<file path="src/rtl/rstseq_pkg.sv">
package rstseq_pkg;
    localparam int CSR_W    = 8;
    localparam int B_FSYS   = 7;
    localparam int B_LVRF   = 2;
    localparam int B_LRF    = 1;
    localparam int B_WRF    = 0;
    localparam int CFG_W    = 8;

    typedef struct packed {
        logic fsys;
        logic lrf;
        logic wrf;
        logic to;
    } flags_t;
endpackage

</file>
<file path="src/rtl/rstseq_vth_check.sv">
module rstseq_vth_check
    import rstseq_pkg::*;
#(
    parameter int                   N_CODES   = 4,
    parameter logic [N_CODES*8-1:0] VTH_CODES = 32'hAA99_3355
) (
    input  logic             clk,
    input  logic             por_n,
    input  logic [CFG_W-1:0] vth_cfg,
    output logic             bad_trig
);
    logic [N_CODES-1:0] hit;
    logic bad_d, bad_q;

    for (genvar i = 0; i < N_CODES; i++) begin : g_code
        assign hit[i] = (vth_cfg == VTH_CODES[i*8 +: 8]);
    end

    always_comb begin
        bad_d    = ~|hit;
        bad_trig = bad_d & ~bad_q;
    end

    always_ff @(posedge clk or negedge por_n) begin
        if (!por_n) bad_q <= 1'b0;
        else        bad_q <= bad_d;
    end

    // a trigger is followed by the remembered invalid state
    a_r4_once: assert property (@(posedge clk) disable iff (!por_n)
        bad_trig |=> bad_q);
endmodule

</file>
<file path="src/rtl/rstseq_stretch.sv">
module rstseq_stretch #(
    parameter int POR_DLY  = 66800,
    parameter int SST_FAST = 16,
    parameter int SST_SLOW = 2
) (
    input  logic clk,
    input  logic por_n,
    input  logic clk_sel,
    input  logic load_long,
    input  logic load_short,
    output logic rst_int,
    output logic pcsp_clr
);
    localparam int LONG_F = POR_DLY + SST_FAST;
    localparam int LONG_S = POR_DLY + SST_SLOW;
    localparam int MAXL   = (LONG_F > LONG_S) ? LONG_F : LONG_S;
    localparam int CW     = $clog2(MAXL + 1);
    localparam logic [CW-1:0] L_F = CW'(LONG_F);
    localparam logic [CW-1:0] L_S = CW'(LONG_S);
    localparam logic [CW-1:0] S_F = CW'(SST_FAST);
    localparam logic [CW-1:0] S_S = CW'(SST_SLOW);

    typedef struct packed {
        logic [CW-1:0] cnt;
        logic          pcsp;
    } st_t;

    st_t st_d, st_q;

    always_comb begin
        st_d      = st_q;
        st_d.pcsp = 1'b0;
        if (load_long) begin
            st_d.cnt = clk_sel ? L_S : L_F;
        end else if (load_short) begin
            st_d.cnt  = clk_sel ? S_S : S_F;
            st_d.pcsp = 1'b1;
        end else if (st_q.cnt != '0) begin
            st_d.cnt = st_q.cnt - CW'(1);
        end
    end

    always_ff @(posedge clk or negedge por_n) begin
        if (!por_n) begin
            st_q.cnt  <= L_F;
            st_q.pcsp <= 1'b0;
        end else begin
            st_q <= st_d;
        end
    end

    assign rst_int  = (st_q.cnt != '0);
    assign pcsp_clr = st_q.pcsp;

    // an idle counter only counts down by one
    a_r8_countdown: assert property (@(posedge clk) disable iff (!por_n)
        (st_q.cnt != '0 && !load_long && !load_short)
        |=> (st_q.cnt == $past(st_q.cnt) - CW'(1)));
    // a long cause always reloads the full delay
    a_r9_reload: assert property (@(posedge clk) disable iff (!por_n)
        (load_long && !clk_sel) |=> (st_q.cnt == L_F));
    // the clear strobe only appears inside a reset
    a_r7_pcsp_in_rst: assert property (@(posedge clk) disable iff (!por_n)
        pcsp_clr |-> rst_int);
endmodule

</file>
<file path="src/rtl/rstseq_flags.sv">
module rstseq_flags
    import rstseq_pkg::*;
(
    input  logic             clk,
    input  logic             por_n,
    input  logic             reg_wr,
    input  logic [CSR_W-1:0] reg_wdata,
    input  logic             set_lvr,
    input  logic             set_lrf,
    input  logic             set_wrf,
    input  logic             set_to,
    input  logic             wdt_clr,
    output logic [CSR_W-1:0] csr,
    output logic             to_flag
);
    flags_t fl_d, fl_q;
    logic   lvrf_d, lvrf_q;

    always_comb begin
        fl_d   = fl_q;
        lvrf_d = lvrf_q;
        if (reg_wr) begin
            fl_d.fsys = reg_wdata[B_FSYS];
            fl_d.lrf  = fl_q.lrf & reg_wdata[B_LRF];
            fl_d.wrf  = fl_q.wrf & reg_wdata[B_WRF];
            lvrf_d    = lvrf_q & reg_wdata[B_LVRF];
        end
        if (wdt_clr) fl_d.to  = 1'b0;
        if (set_lvr) lvrf_d   = 1'b1;
        if (set_lrf) fl_d.lrf = 1'b1;
        if (set_wrf) fl_d.wrf = 1'b1;
        if (set_to)  fl_d.to  = 1'b1;
    end

    always_ff @(posedge clk or negedge por_n) begin
        if (!por_n) fl_q <= '0;
        else        fl_q <= fl_d;
    end

    // The low-voltage flag is deliberately left out of power-on reset
    always_ff @(posedge clk) begin
        lvrf_q <= lvrf_d;
    end

    always_comb begin
        csr         = '0;
        csr[B_FSYS] = fl_q.fsys;
        csr[B_LVRF] = lvrf_q;
        csr[B_LRF]  = fl_q.lrf;
        csr[B_WRF]  = fl_q.wrf;
    end
    assign to_flag = fl_q.to;

    // the low-voltage flag is sticky unless software writes 0
    a_r3_lvrf_sticky: assert property (@(posedge clk) disable iff (!por_n)
        (lvrf_q && !(reg_wr && !reg_wdata[B_LVRF])) |=> lvrf_q);
    // a clearing write without a concurrent set clears the flag
    a_r10_clear: assert property (@(posedge clk) disable iff (!por_n)
        (reg_wr && !reg_wdata[B_LRF] && !set_lrf) |=> !fl_q.lrf);
    // a watchdog event always leaves the time-out status set
    a_r11_to_set: assert property (@(posedge clk) disable iff (!por_n)
        set_to |=> to_flag);
endmodule

</file>
<file path="src/rtl/rstseq_top.sv">
module rstseq_top
    import rstseq_pkg::*;
#(
    parameter int                   POR_DLY   = 66800,
    parameter int                   SST_FAST  = 16,
    parameter int                   SST_SLOW  = 2,
    parameter int                   N_CODES   = 4,
    parameter logic [N_CODES*8-1:0] VTH_CODES = 32'hAA99_3355
) (
    input  logic             clk,
    input  logic             por_n,
    input  logic             lvd_evt,
    input  logic             wdt_evt,
    input  logic             wdt_cfg_err,
    input  logic             wdt_clr,
    input  logic             lowpwr,
    input  logic             clk_sel,
    input  logic [CFG_W-1:0] vth_cfg,
    input  logic             reg_rd,
    input  logic             reg_wr,
    input  logic [CSR_W-1:0] reg_wdata,
    output logic             rst_int,
    output logic             pcsp_clr,
    output logic [CSR_W-1:0] reg_rdata,
    output logic             to_flag
);
    logic             vth_trig;
    logic             load_long, load_short;
    logic [CSR_W-1:0] csr;

    rstseq_vth_check #(.N_CODES(N_CODES), .VTH_CODES(VTH_CODES)) u_vth (
        .clk(clk), .por_n(por_n), .vth_cfg(vth_cfg), .bad_trig(vth_trig)
    );

    always_comb begin
        load_long  = lvd_evt | wdt_cfg_err | vth_trig | (wdt_evt & ~lowpwr);
        load_short = wdt_evt & lowpwr;
    end

    rstseq_stretch #(.POR_DLY(POR_DLY), .SST_FAST(SST_FAST), .SST_SLOW(SST_SLOW)) u_str (
        .clk(clk), .por_n(por_n), .clk_sel(clk_sel),
        .load_long(load_long), .load_short(load_short),
        .rst_int(rst_int), .pcsp_clr(pcsp_clr)
    );

    rstseq_flags u_flg (
        .clk(clk), .por_n(por_n), .reg_wr(reg_wr), .reg_wdata(reg_wdata),
        .set_lvr(lvd_evt), .set_lrf(vth_trig), .set_wrf(wdt_cfg_err),
        .set_to(wdt_evt), .wdt_clr(wdt_clr), .csr(csr), .to_flag(to_flag)
    );

    assign reg_rdata = reg_rd ? csr : '0;

    // unimplemented bits never read as 1
    a_r2_unimpl_zero: assert property (@(posedge clk) disable iff (!por_n)
        reg_rdata[6:3] == 4'b0);
    // a watchdog reset in normal operation gives no clear strobe
    a_r6_no_pcsp: assert property (@(posedge clk) disable iff (!por_n)
        (wdt_evt && !lowpwr) |=> !pcsp_clr);
endmodule

</file>
<file path="config.mk">
export PLATFORM = sky130hd
export DESIGN_NAME = rstseq_top
export DESIGN_NICKNAME = d
export VERILOG_FILES = /design/src/rtl/rstseq_pkg.sv /design/src/rtl/rstseq_vth_check.sv /design/src/rtl/rstseq_stretch.sv /design/src/rtl/rstseq_flags.sv /design/src/rtl/rstseq_top.sv
export SDC_FILE = /design/constraint.sdc
export NUM_CORES = 1
export LEC_CHECK = 0
export ABC_AREA = 1
export BUFFER_PORTS_ARGS = -buffer_cell sky130_fd_sc_hd__clkbuf_2
export CAP_MARGIN = 20
export CORE_ASPECT_RATIO = 1.75
export CORE_MARGIN = 8
export CORE_UTILIZATION = 53
export CTS_CLUSTER_SIZE = 40
export DETAILED_ROUTE_END_ITERATION = 8
export PLACE_DENSITY = 0.91
export SYNTH_ARGS = -nofsm -noshare
export SYNTH_HDL_FRONTEND = slang
export SYNTH_SLANG_ARGS = --single-unit
</file>
<file path="constraint.sdc">
create_clock -name clk -period 2.05 [get_ports clk]
set_input_delay 0 -clock clk [delete_from_list [all_inputs] [get_ports clk]]
set_output_delay 0 -clock clk [all_outputs]
set_load 0.01 [all_outputs]
</file>
==> run summary <==
run status - completed
IO buf count - 28
max_cap viols - 0
CTS tree - built
most frequent cell after synthesis - nand2_1
share of cells above drive strength 1 - 0.186
endpoints failing setup - 0
vias per cell - 5.45
Filler Cell Count - 234
overflow left after global routing - 0
startpoint types - flip-flop
period utilisation layout - 0.871
Routed WL - 4.13 mm
Initial Util - 0.540
sequential cell area fraction in the yosys report - 0.388
row count - 26
Max-slew headroom - 0.560
largest net degree at the start of global routing - 24
Syn Area/Cell - 7.13 sq um
top cells by count, synth - nand2_1 (56), nor2_1 (37), inv_1 (32), dfrtp_1 (20)
top cells by area, synth - dfrtp_1 (32%), nand2_1 (14%), nor2_1 (9.0%), inv_1 (7.8%), dfstp_2 (5.1%)
CP Max Fanout - 7
Area growth, synth to finish - 20.3%
Pre-antenna DRT Iters - 4
Least-Margin Pin Slew - 0.657 ns
ordered list of cells on the worst path - inv_1, ha_1, nand2_1, inv_1, nand3b_4, nor3_4, nand2_4, nor2_4, a21oi_1
FF-to-FF path depth - 9
Nets - 286
Ys Warns - 0
H-tree depth reported by CTS - 1
reg-to-reg setup timing slack - 0.26 ns
clk slew on worst S/H paths - 0.09 ns
Syn Inst Count - 217
Antenna Violating Nets Remaining - 0
pwr dens - 569 nW/um^2
unrepaired setup endpoints after global routing - no
Die W - 56.8 microns
Fin Setup TNS - 0 ns
dpl cells - 272
GP Congestion - 0.833
number of synthesized register bits - 24
most frequent CP cell - inv_1
Post-Route Skew - 0.00691 ns
Final Instance Count excl. Fillers - 286
hold path start - reg_wr
Hold Crit Depth - 4
clock latency on the worst-skew pair - 0.27 ns
initial antenna violation count - 0
Post-DP Area - 1710 sq um
Leak - 1.03 nW
Min-Delay Path Class - primary input to flip-flop
f_max - 560 MHz
First DRT Iteration DRCs - 74
crit path kind - flip-flop to flip-flop
total number of vias - 1559
VDD IR-drop max - 484 uV
Vert. Die Dim - 87.5 microns
critical path arrival - 1.95 ns
worst flop-to-flop path startpoint - u_str.st_q[1]
Final Max Tran Viols - 0
Post-synth EDFFs - 0
critical path's largest stage delay - 0.39 ns
Final Hold Vio Count - 0
CP max stage cell - dfrtp_1
global-route wire length before repair - 6.84 mm
die area - 4970 sq um
Avg WL per Cell - 14.5 microns
vias in the first global route - 1608
Cell variety after synth - 33
IO Count - 37
ys async rst share - 0.958
WHS Endpoint - u_flg.csr[7]
dominant cell type by area after synthesis - dfrtp_1
cts bufs inserted - 3
fin crit period - 1.79 ns
Post-CTS Resized - 0
Synth Cell Area - 1550 sq um
gr usage total - 0.169
Clock Sinks - 24
Main synth FF type - dfrtp_1
DRC viols - 0
DP Wirelength - 2.78 mm
core area - 2860 sq um
Diodes inserted - 0
Worst R2R End - u_str.st_q[6]
worst path required time - 2.21 ns
top-area cell type share of the netlist area - 0.324
Clk Tree Root Cell - clkbuf_8
post-route cell area - 1860 sq um
clock buffer depth - 2
CP endpoint kind - flip-flop
## how the worst max path moves through the flow
stage / startpoint / end / slack, ns
after floorplan: u_str.st_q[1] / u_str.st_q[6] / 0.47
after CTS: u_str.st_q[1] / u_str.st_q[6] / 0.26
after detailed placement: u_str.st_q[1] / u_str.st_q[6] / 0.28
after global routing: u_str.st_q[1] / u_str.st_q[8] / 0.12
after global placement: u_str.st_q[1] / u_str.st_q[8] / 0.32
final: u_str.st_q[1] / u_str.st_q[6] / 0.26
## power by group
group	total, W	switching [W]	internal, W
logic	0.000209	0.000129	0.0000793
clock network	0.000333	0.000161	0.000172
registers	0.000518	0.0000200	0.000498
## state kept, by name, indices dropped and copies added (netlist names)
register and cells:
u_flg.lvrf_q 1, u_str.pcsp_clr 1, u_flg.csr 3, u_flg.to_flag 1, u_vth.bad_q 1, u_str.st_q 17
## critical path, delay by kind of cell (launching register included)
family                     cells  cell delay, ns
DFF                            1            0.39
AOI/OAI and AO/OA              1            0.06
buffers and inverters          2            0.25
and+or+nand+nor                5            0.79
adders and majority gates      1            0.19
## final cells by class
| class | instances | area (sq um) | share of cell area |
|---|---|---|---|
| well taps | 28 | 35.0 | 0.0188 |
| inverters | 32 | 120 | 0.0646 |
| clock buffers | 4 | 55.1 | 0.0296 |
| multi-input cells | 159 | 803 | 0.432 |
| repair buffers | 39 | 248 | 0.133 |
| flip-flops and latches | 24 | 599 | 0.322 |
## stage by stage
step            util  hold WS, ns  total power [W]  setup WS, ns
6_report       0.650       0.0552          0.00106         0.264
5_1_grt        0.650       0.0603          0.00110         0.119
4_1_cts        0.650       0.0127          0.00105         0.262
3_5_place_dp   0.596       0.0293         0.000707         0.279
2_1_floorplan      -       -0.296         0.000647         0.472
3_3_place_gp   0.596       0.0206         0.000701         0.321
## cells by family after synthesis
kind of cell	count (synthesis)	synth area share
XOR/XNOR	7	0.0396
flip-flops	24	0.388
adder cells (fa/ha/maj)	1	0.00809
AO/OA/AOI/OAI	17	0.0607
AND/OR/NAND/NOR	130	0.401
buffers and inverters	37	0.100
other	1	0.00242
## cells in the final DEF (no fill, tap or decap), types with 2 or more instances in the layout
master / netlist / routed
nand2_1: 56 / 56
nor2_1: 37 / 37
inv_1: 32 / 32
clkbuf_2: 0 / 28
dfrtp_1: 20 / 20
dlygate4sd3_1: 0 / 10
nor3_1: 9 / 9
nand3_1: 9 / 9
o21ai_0: 6 / 6
a21oi_1: 6 / 6
xor2_1: 4 / 4
conb_1: 1 / 4
clkbuf_8: 0 / 4
nor2_4: 3 / 3
nand4_1: 3 / 3
xnor2_1: 3 / 3
dfstp_2: 3 / 3
nand2_2: 2 / 2
nand3b_1: 2 / 2
nand2_4: 2 / 2
## timing repair
action / in CTS / in global routing
hold buffers: 10 / 0
buffers inserted: 0 / 0
endpoints found under the hold margin: 25 / 0
## layer usage
metal	share of wire	wire, microns	GRT usage	up-vias
li1	-	-	-	754
met1	0.35	1460	0.164	727
met2	0.57	2340	0.328	65
met3	0.048	197	0.0234	13
met4	0.034	140	0.0837	0
met5	0	0	0	-
Power figures use the tool's default switching activity.
